### src/rtl/pwm_chan_pkg.sv
package pwm_chan_pkg;
    localparam int CNT_W  = 16;
    localparam int N_POW2 = 11;
    localparam int SEL_W  = 4;

    typedef enum logic [1:0] {
        ST_IDLE = 2'd0,
        ST_UP   = 2'd1,
        ST_DOWN = 2'd2
    } cnt_state_e;
endpackage

### src/rtl/pwm_clk_select.sv
module pwm_clk_select #(
    parameter int N_POW2 = pwm_chan_pkg::N_POW2,
    parameter int SEL_W  = pwm_chan_pkg::SEL_W
) (
    input  logic [N_POW2-1:0] tick_pow2,
    input  logic              tick_div_a,
    input  logic              tick_div_b,
    input  logic [SEL_W-1:0]  sel,
    output logic              sel_tick
);
    localparam int N_SRC = 1 << SEL_W;

    logic [N_SRC-1:0] src;

    for (genvar g = 0; g < N_SRC; g++) begin : g_src
        if (g < N_POW2) begin : g_pow
            assign src[g] = tick_pow2[g];
        end else if (g == N_POW2) begin : g_a
            assign src[g] = tick_div_a;
        end else if (g == N_POW2 + 1) begin : g_b
            assign src[g] = tick_div_b;
        end else begin : g_none
            assign src[g] = 1'b0;
        end
    end

    assign sel_tick = src[sel];
endmodule

### src/rtl/pwm_count_fsm.sv
module pwm_count_fsm
    import pwm_chan_pkg::*;
#(
    parameter int CNT_W = pwm_chan_pkg::CNT_W
) (
    input  logic             clk,
    input  logic             rst_n,
    input  logic             chan_en,
    input  logic             tick,
    input  logic             cfg_center,
    input  logic [CNT_W-1:0] cfg_period,
    input  logic [CNT_W-1:0] cfg_duty,
    output logic [CNT_W-1:0] cnt,
    output logic             period_evt,
    output logic [CNT_W-1:0] per_sh,
    output logic [CNT_W-1:0] duty_sh,
    output logic             in_idle
);
    cnt_state_e       state_q, state_d;
    logic [CNT_W-1:0] cnt_q, cnt_d;
    logic             evt_q, evt_d;
    logic             ctr_sh;
    logic             load;
    logic [CNT_W:0]   cnt_inc;

    assign cnt_inc = {1'b0, cnt_q} + 1'b1;

    // state register
    always_ff @(posedge clk or negedge rst_n) begin
        if (!rst_n) begin
            state_q <= ST_IDLE;
            cnt_q   <= '0;
            evt_q   <= 1'b0;
        end else begin
            state_q <= state_d;
            cnt_q   <= cnt_d;
            evt_q   <= evt_d;
        end
    end

    // shadow configuration, loaded at period boundaries only
    always_ff @(posedge clk or negedge rst_n) begin
        if (!rst_n) begin
            per_sh  <= '0;
            duty_sh <= '0;
            ctr_sh  <= 1'b0;
        end else if (load) begin
            per_sh  <= cfg_period;
            duty_sh <= cfg_duty;
            ctr_sh  <= cfg_center;
        end
    end

    // next state and counter
    always_comb begin
        state_d = state_q;
        cnt_d   = cnt_q;
        evt_d   = 1'b0;
        load    = 1'b0;
        if (!chan_en) begin
            state_d = ST_IDLE;
            cnt_d   = '0;
        end else begin
            unique case (state_q)
                ST_IDLE: begin
                    state_d = ST_UP;
                    cnt_d   = '0;
                    load    = 1'b1;
                end
                ST_UP: begin
                    if (tick) begin
                        if (!ctr_sh) begin
                            if (cnt_inc >= {1'b0, per_sh}) begin
                                cnt_d = '0;
                                evt_d = 1'b1;
                                load  = 1'b1;
                            end else begin
                                cnt_d = cnt_inc[CNT_W-1:0];
                            end
                        end else if (cnt_q >= per_sh) begin
                            cnt_d = '0;
                            evt_d = 1'b1;
                            load  = 1'b1;
                        end else begin
                            cnt_d = cnt_inc[CNT_W-1:0];
                            if (cnt_inc == {1'b0, per_sh}) begin
                                state_d = ST_DOWN;
                            end
                        end
                    end
                end
                ST_DOWN: begin
                    if (tick) begin
                        cnt_d = cnt_q - 1'b1;
                        if (cnt_q == {{(CNT_W-1){1'b0}}, 1'b1}) begin
                            state_d = ST_UP;
                            evt_d   = 1'b1;
                            load    = 1'b1;
                        end
                    end
                end
                default: begin
                    state_d = ST_IDLE;
                    cnt_d   = '0;
                end
            endcase
        end
    end

    // outputs
    always_comb begin
        cnt        = cnt_q;
        period_evt = evt_q;
        in_idle    = (state_q == ST_IDLE);
    end
endmodule

### src/rtl/pwm_compare.sv
module pwm_compare #(
    parameter int CNT_W = pwm_chan_pkg::CNT_W
) (
    input  logic [CNT_W-1:0] cnt,
    input  logic [CNT_W-1:0] per_sh,
    input  logic [CNT_W-1:0] duty_sh,
    input  logic             in_idle,
    input  logic             invert,
    output logic             pwm_out
);
    logic active;

    always_comb begin
        if (in_idle || duty_sh == '0) begin
            active = 1'b0;
        end else begin
            active = (duty_sh >= per_sh) || (cnt < duty_sh);
        end
        pwm_out = active ^ invert;
    end
endmodule

### src/rtl/pwm_dual_channel.sv
module pwm_dual_channel
    import pwm_chan_pkg::*;
(
    input  logic              clk,
    input  logic              rst_n,
    input  logic              chan_en,
    input  logic [N_POW2-1:0] tick_pow2,
    input  logic              tick_div_a,
    input  logic              tick_div_b,
    input  logic [SEL_W-1:0]  cfg_clk_sel,
    input  logic              cfg_center,
    input  logic              cfg_invert,
    input  logic [CNT_W-1:0]  cfg_period,
    input  logic [CNT_W-1:0]  cfg_duty,
    output logic [CNT_W-1:0]  cnt_value,
    output logic              period_evt,
    output logic              pwm_out
);
    logic             sel_tick;
    logic [CNT_W-1:0] per_sh;
    logic [CNT_W-1:0] duty_sh;
    logic             in_idle;

    pwm_clk_select #(.N_POW2(N_POW2), .SEL_W(SEL_W)) u_sel (
        .tick_pow2  (tick_pow2),
        .tick_div_a (tick_div_a),
        .tick_div_b (tick_div_b),
        .sel        (cfg_clk_sel),
        .sel_tick   (sel_tick)
    );

    pwm_count_fsm #(.CNT_W(CNT_W)) u_cnt (
        .clk        (clk),
        .rst_n      (rst_n),
        .chan_en    (chan_en),
        .tick       (sel_tick),
        .cfg_center (cfg_center),
        .cfg_period (cfg_period),
        .cfg_duty   (cfg_duty),
        .cnt        (cnt_value),
        .period_evt (period_evt),
        .per_sh     (per_sh),
        .duty_sh    (duty_sh),
        .in_idle    (in_idle)
    );

    pwm_compare #(.CNT_W(CNT_W)) u_cmp (
        .cnt     (cnt_value),
        .per_sh  (per_sh),
        .duty_sh (duty_sh),
        .in_idle (in_idle),
        .invert  (cfg_invert),
        .pwm_out (pwm_out)
    );
endmodule

### config.mk
export PLATFORM = sky130hd
export DESIGN_NAME = pwm_dual_channel
export DESIGN_NICKNAME = d
export VERILOG_FILES = /design/src/rtl/pwm_chan_pkg.sv /design/src/rtl/pwm_clk_select.sv /design/src/rtl/pwm_count_fsm.sv /design/src/rtl/pwm_compare.sv /design/src/rtl/pwm_dual_channel.sv
export SDC_FILE = /design/constraint.sdc
export NUM_CORES = 1
export LEC_CHECK = 0
export ABC_AREA = 1
export BUFFER_PORTS_ARGS = -buffer_cell sky130_fd_sc_hd__buf_2
export CELL_PAD_IN_SITES_DETAIL_PLACEMENT = 1
export CELL_PAD_IN_SITES_GLOBAL_PLACEMENT = 1
export CORE_MARGIN = 4
export CORE_UTILIZATION = 38
export CTS_BUF_LIST = sky130_fd_sc_hd__clkbuf_16
export CTS_CLUSTER_DIAMETER = 40
export DETAILED_ROUTE_END_ITERATION = 8
export HOLD_SLACK_MARGIN = 0.08
export PLACE_DENSITY = 0.77
export SLEW_MARGIN = 30
export SYNTH_ARGS = -nofsm -noshare
export SYNTH_HDL_FRONTEND = slang
export SYNTH_SLANG_ARGS = --single-unit
export TNS_END_PERCENT = 50
### constraint.sdc
create_clock -name clk -period 3 [get_ports clk]
set_input_delay 0.6 -clock clk [delete_from_list [all_inputs] [get_ports clk]]
set_output_delay 0.6 -clock clk [all_outputs]
set_load 0.005 [all_outputs]
==> results.md <==
* RSZ-0062 raised after global routing: yes
* Crit Path Category: flop to flop
* Yosys reg bits at 52
* Vias/cell at 5.31
* Tot Pwr at 5.50 mW
* Area Growth Syn to Fin at 29.7%
* Core ar. at approximately 12000 µm²
* Routed wire length at 17200 µm
* Max VDD drop at 0.489 mV
* Drt initial violations at between 200 and 250
* All-layer global routing usage at 0.241
* Fin. Hold Viols at 0
* CP Buf/Inv Count at 3
* Flop2flop setup slack at -0.32 ns
* Clock Latency Late Sink at 0.31 ns
* Crit path max-delay family: simple AND/OR/NAND/NOR gates
* Setup TNS at -12.03 ns
* Sink Count at 52
* Die area at 14500 µm²
* Drt pass-1 iters at 4
* Share of cells above drive strength 1 at 0.280
* Root Driver: clkbuf_16
* Initial antenna violation count at 0
* Failing checks: negative setup slack
* Diodes inserted at 0
* Slowest stage delay, CP at 0.39 ns
* Achievable Freq at 0.302 GHz
* Fin. max-slew vios at 0
* Final net count at 920
* Rel. slew slack at 0.521
* WP data arrival at 3.52 ns
* Max-cap violation count at 0
* Ports at 72
* H-tree depth at 2
* Residual DRC at 0
* CTS tree: built
* Buffers on Ports at 71
* Min Hold Slack at 0.421 ns
* PwrDens at 887 nW/µm²
* Post-synth EDFFs at 0
* Post-Layout Cell Count at 964
* DR WL/cell at about 18 µm
* P_leak at about 3.4 nW
* Synthesized area at 4780 µm²
* Synth unique cells at 41
* Outcome: finished, violations left
* CP required at 3.21 ns
* Vias in the first global route at 5575
* Worst Path Max Fanout at 8
* Final Skew at 0.00879 ns
* Routed via count at between 5000 and 6000
* Starting Density at 0.393
* Final core utilization at 0.510
* Primary FF master, synth: dfrtp_1
* Mean Syn Cell Area at just over 7 µm²
* Inserted Clock Buffers at 5
* Worst-Margin Slew at around 0.72 ns
* Crit path capture type: flop
* First-pass GRT wire length at 27900 µm
* Tcrit/Tclk final at 1.11
* Crit start category: flop
* Syn_nets at 797
* Max Buffers Root-to-Sink at 2
* Placer congestion estimate at just under 0.9
* Synth Warn # at 0
* Sequential area share after synthesis at 0.272
* DP HPWL at ~13000 µm
* DIE HEIGHT at 120 µm
* Final instance area at 6200 µm²
* Final ANT Viol Nets at 0
* Die Wd at about 120 µm
* Cell Area, Placed at roughly 5600 µm²
* Worst setup margin at -0.315 ns
* Critical-path cell list: ha_2 > nand3_4 > inv_4 > nand2_4 > or2_4 > nor2_4 > xor2_4 > inv_2 > ha_4 > nand3_4 > nor2_4 > nand4_1 > o211ai_1 > nor2_1 > nand2_2 > nand4_4 > nand3_4 > buf_12 > nand2_8 > nand2_2 > nand2_2
* Post-Place Cells at 941
* Slowest-stage cell, CP: dfrtp_1
* Fraction of registers with async set/reset at 1.00
* Largest net degree at the start of global routing at 53
* Min Tclk post-route at 3.32 ns
* Worst-path clk slew at 0.08 ns
* Fill count at 1579
* Setup violators final at roughly 50
* Standard-cell rows at 40
* Post-Synthesis Cells at between 600 and 700
* Gr ovfl total at 0
* Worst Hold Class: input pin to asynchronous set/reset pin
* Pre-CTS setup slack at -0.279 ns
==> logic make-up after synthesis <==
| kind of cell | synth area share |
|---|---|
| DFF | 0.272 |
| buffers and inverters | 0.0999 |
| xor gates and xnor gates | 0.0238 |
| adders and majority gates | 0.186 |
| AOI/OAI and AO/OA | 0.113 |
| and+or+nand+nor | 0.305 |
==> repair_timing <==
action,CTS,global route
resized for setup,35,39
endpoints found under the setup margin,52,53
hold buffers,0,0
pin swaps,4,20
setup buffers,8,5
gates cloned,3,1
==> flip-flops by register name, summed over array words and instances (netlist names) <==
signal	cells
u_cnt.per_sh	16
u_cnt.ctr_sh	1
u_cnt.cnt	16
u_cnt.state_q	2
u_cnt.duty_sh	16
u_cnt.period_evt	1
==> path summary, 6_finish.rpt <==
kind	start	end	cells past startpoint
worst max-delay path	u_cnt.cnt[1]	u_cnt.per_sh[2]	21
worst min-delay path	rst_n	u_cnt.cnt[4]	2
worst max register to register	u_cnt.cnt[1]	u_cnt.per_sh[2]	21
worst min register to register	u_cnt.per_sh[10]	u_cnt.per_sh[10]	2
max in group asynchronous	rst_n	u_cnt.cnt[12]	2
min in group clk	u_cnt.per_sh[10]	u_cnt.per_sh[10]	2
==> synthesized netlist by cell type (2+ instances only) <==
| master | n | share of area |
|---|---|---|
| a21oi_1 | 36 | 0.038 |
| buf_2 | 4 | 0.0042 |
| buf_6 | 5 | 0.012 |
| clkbuf_1 | 5 | 0.0039 |
| dfrtp_1 | 52 | 0.27 |
| ha_1 | 71 | 0.19 |
| inv_1 | 88 | 0.069 |
| inv_2 | 12 | 0.0094 |
| nand2_1 | 179 | 0.14 |
| nand2_2 | 3 | 0.0039 |
| nand3_1 | 62 | 0.065 |
| nand3_2 | 4 | 0.0084 |
| nand3b_1 | 3 | 0.0047 |
| nand4_1 | 8 | 0.010 |
| nor2_1 | 38 | 0.030 |
| nor2_2 | 2 | 0.0026 |
| nor3_1 | 5 | 0.0052 |
| nor3_2 | 2 | 0.0042 |
| nor4_1 | 4 | 0.0052 |
| nor4_2 | 2 | 0.0052 |
| o211ai_1 | 4 | 0.0063 |
| o21a_1 | 2 | 0.0031 |
| o21ai_0 | 27 | 0.028 |
| o21ai_1 | 25 | 0.026 |
| xor2_1 | 13 | 0.024 |
==> power by group <==
group / switching (mW) / leakage (nW) / internal, mW / total, mW
logic: 2.26 / 2.65 / 1.36 / 3.62
clock network: 0.304 / 0.0702 / 0.312 / 0.617
registers: 0.306 / 0.666 / 0.958 / 1.26
==> per-layer routing <==
| metal | GRT usage | wire length, µm | vias to the layer above |
|---|---|---|---|
| li1 | - | - | 2448 |
| met5 | 0 | 0 | - |
| met1 | 0.299 | 7400 | 2522 |
| met2 | 0.430 | 8870 | 117 |
| met3 | 0.0327 | 588 | 31 |
| met4 | 0.0850 | 390 | 0 |
==> final cells by class <==
class | count | area, µm² | area share
flip-flops and latches | 52 | 1300 | 0.210
repair buffers | 128 | 852 | 0.137
clock inverters | 3 | 21.3 | 0.00343
well taps | 168 | 210 | 0.0339
clock buffers | 5 | 125 | 0.0202
multi-input cells | 508 | 3310 | 0.534
inverters | 100 | 378 | 0.0609
==> layout by cell type, fill, tap and decap left out, types with 5 or more instances in the layout <==
cell type  Yosys  routed
nand4_1        8       8
a21oi_1       36      36
nand2_2        3      26
nor2_1        38      34
ha_1          71      69
clkbuf_16      0       5
xor2_2         0       5
nand2_1      179     149
buf_4          1      50
inv_2         12      14
xor2_1        13       7
nand3_1       62      61
o21ai_1       25      26
nand2_4        1       8
dfrtp_1       52      50
buf_2          4      71
inv_1         88      85
o21ai_0       27      26
Note: power is estimated with default switching activity, not from simulation.
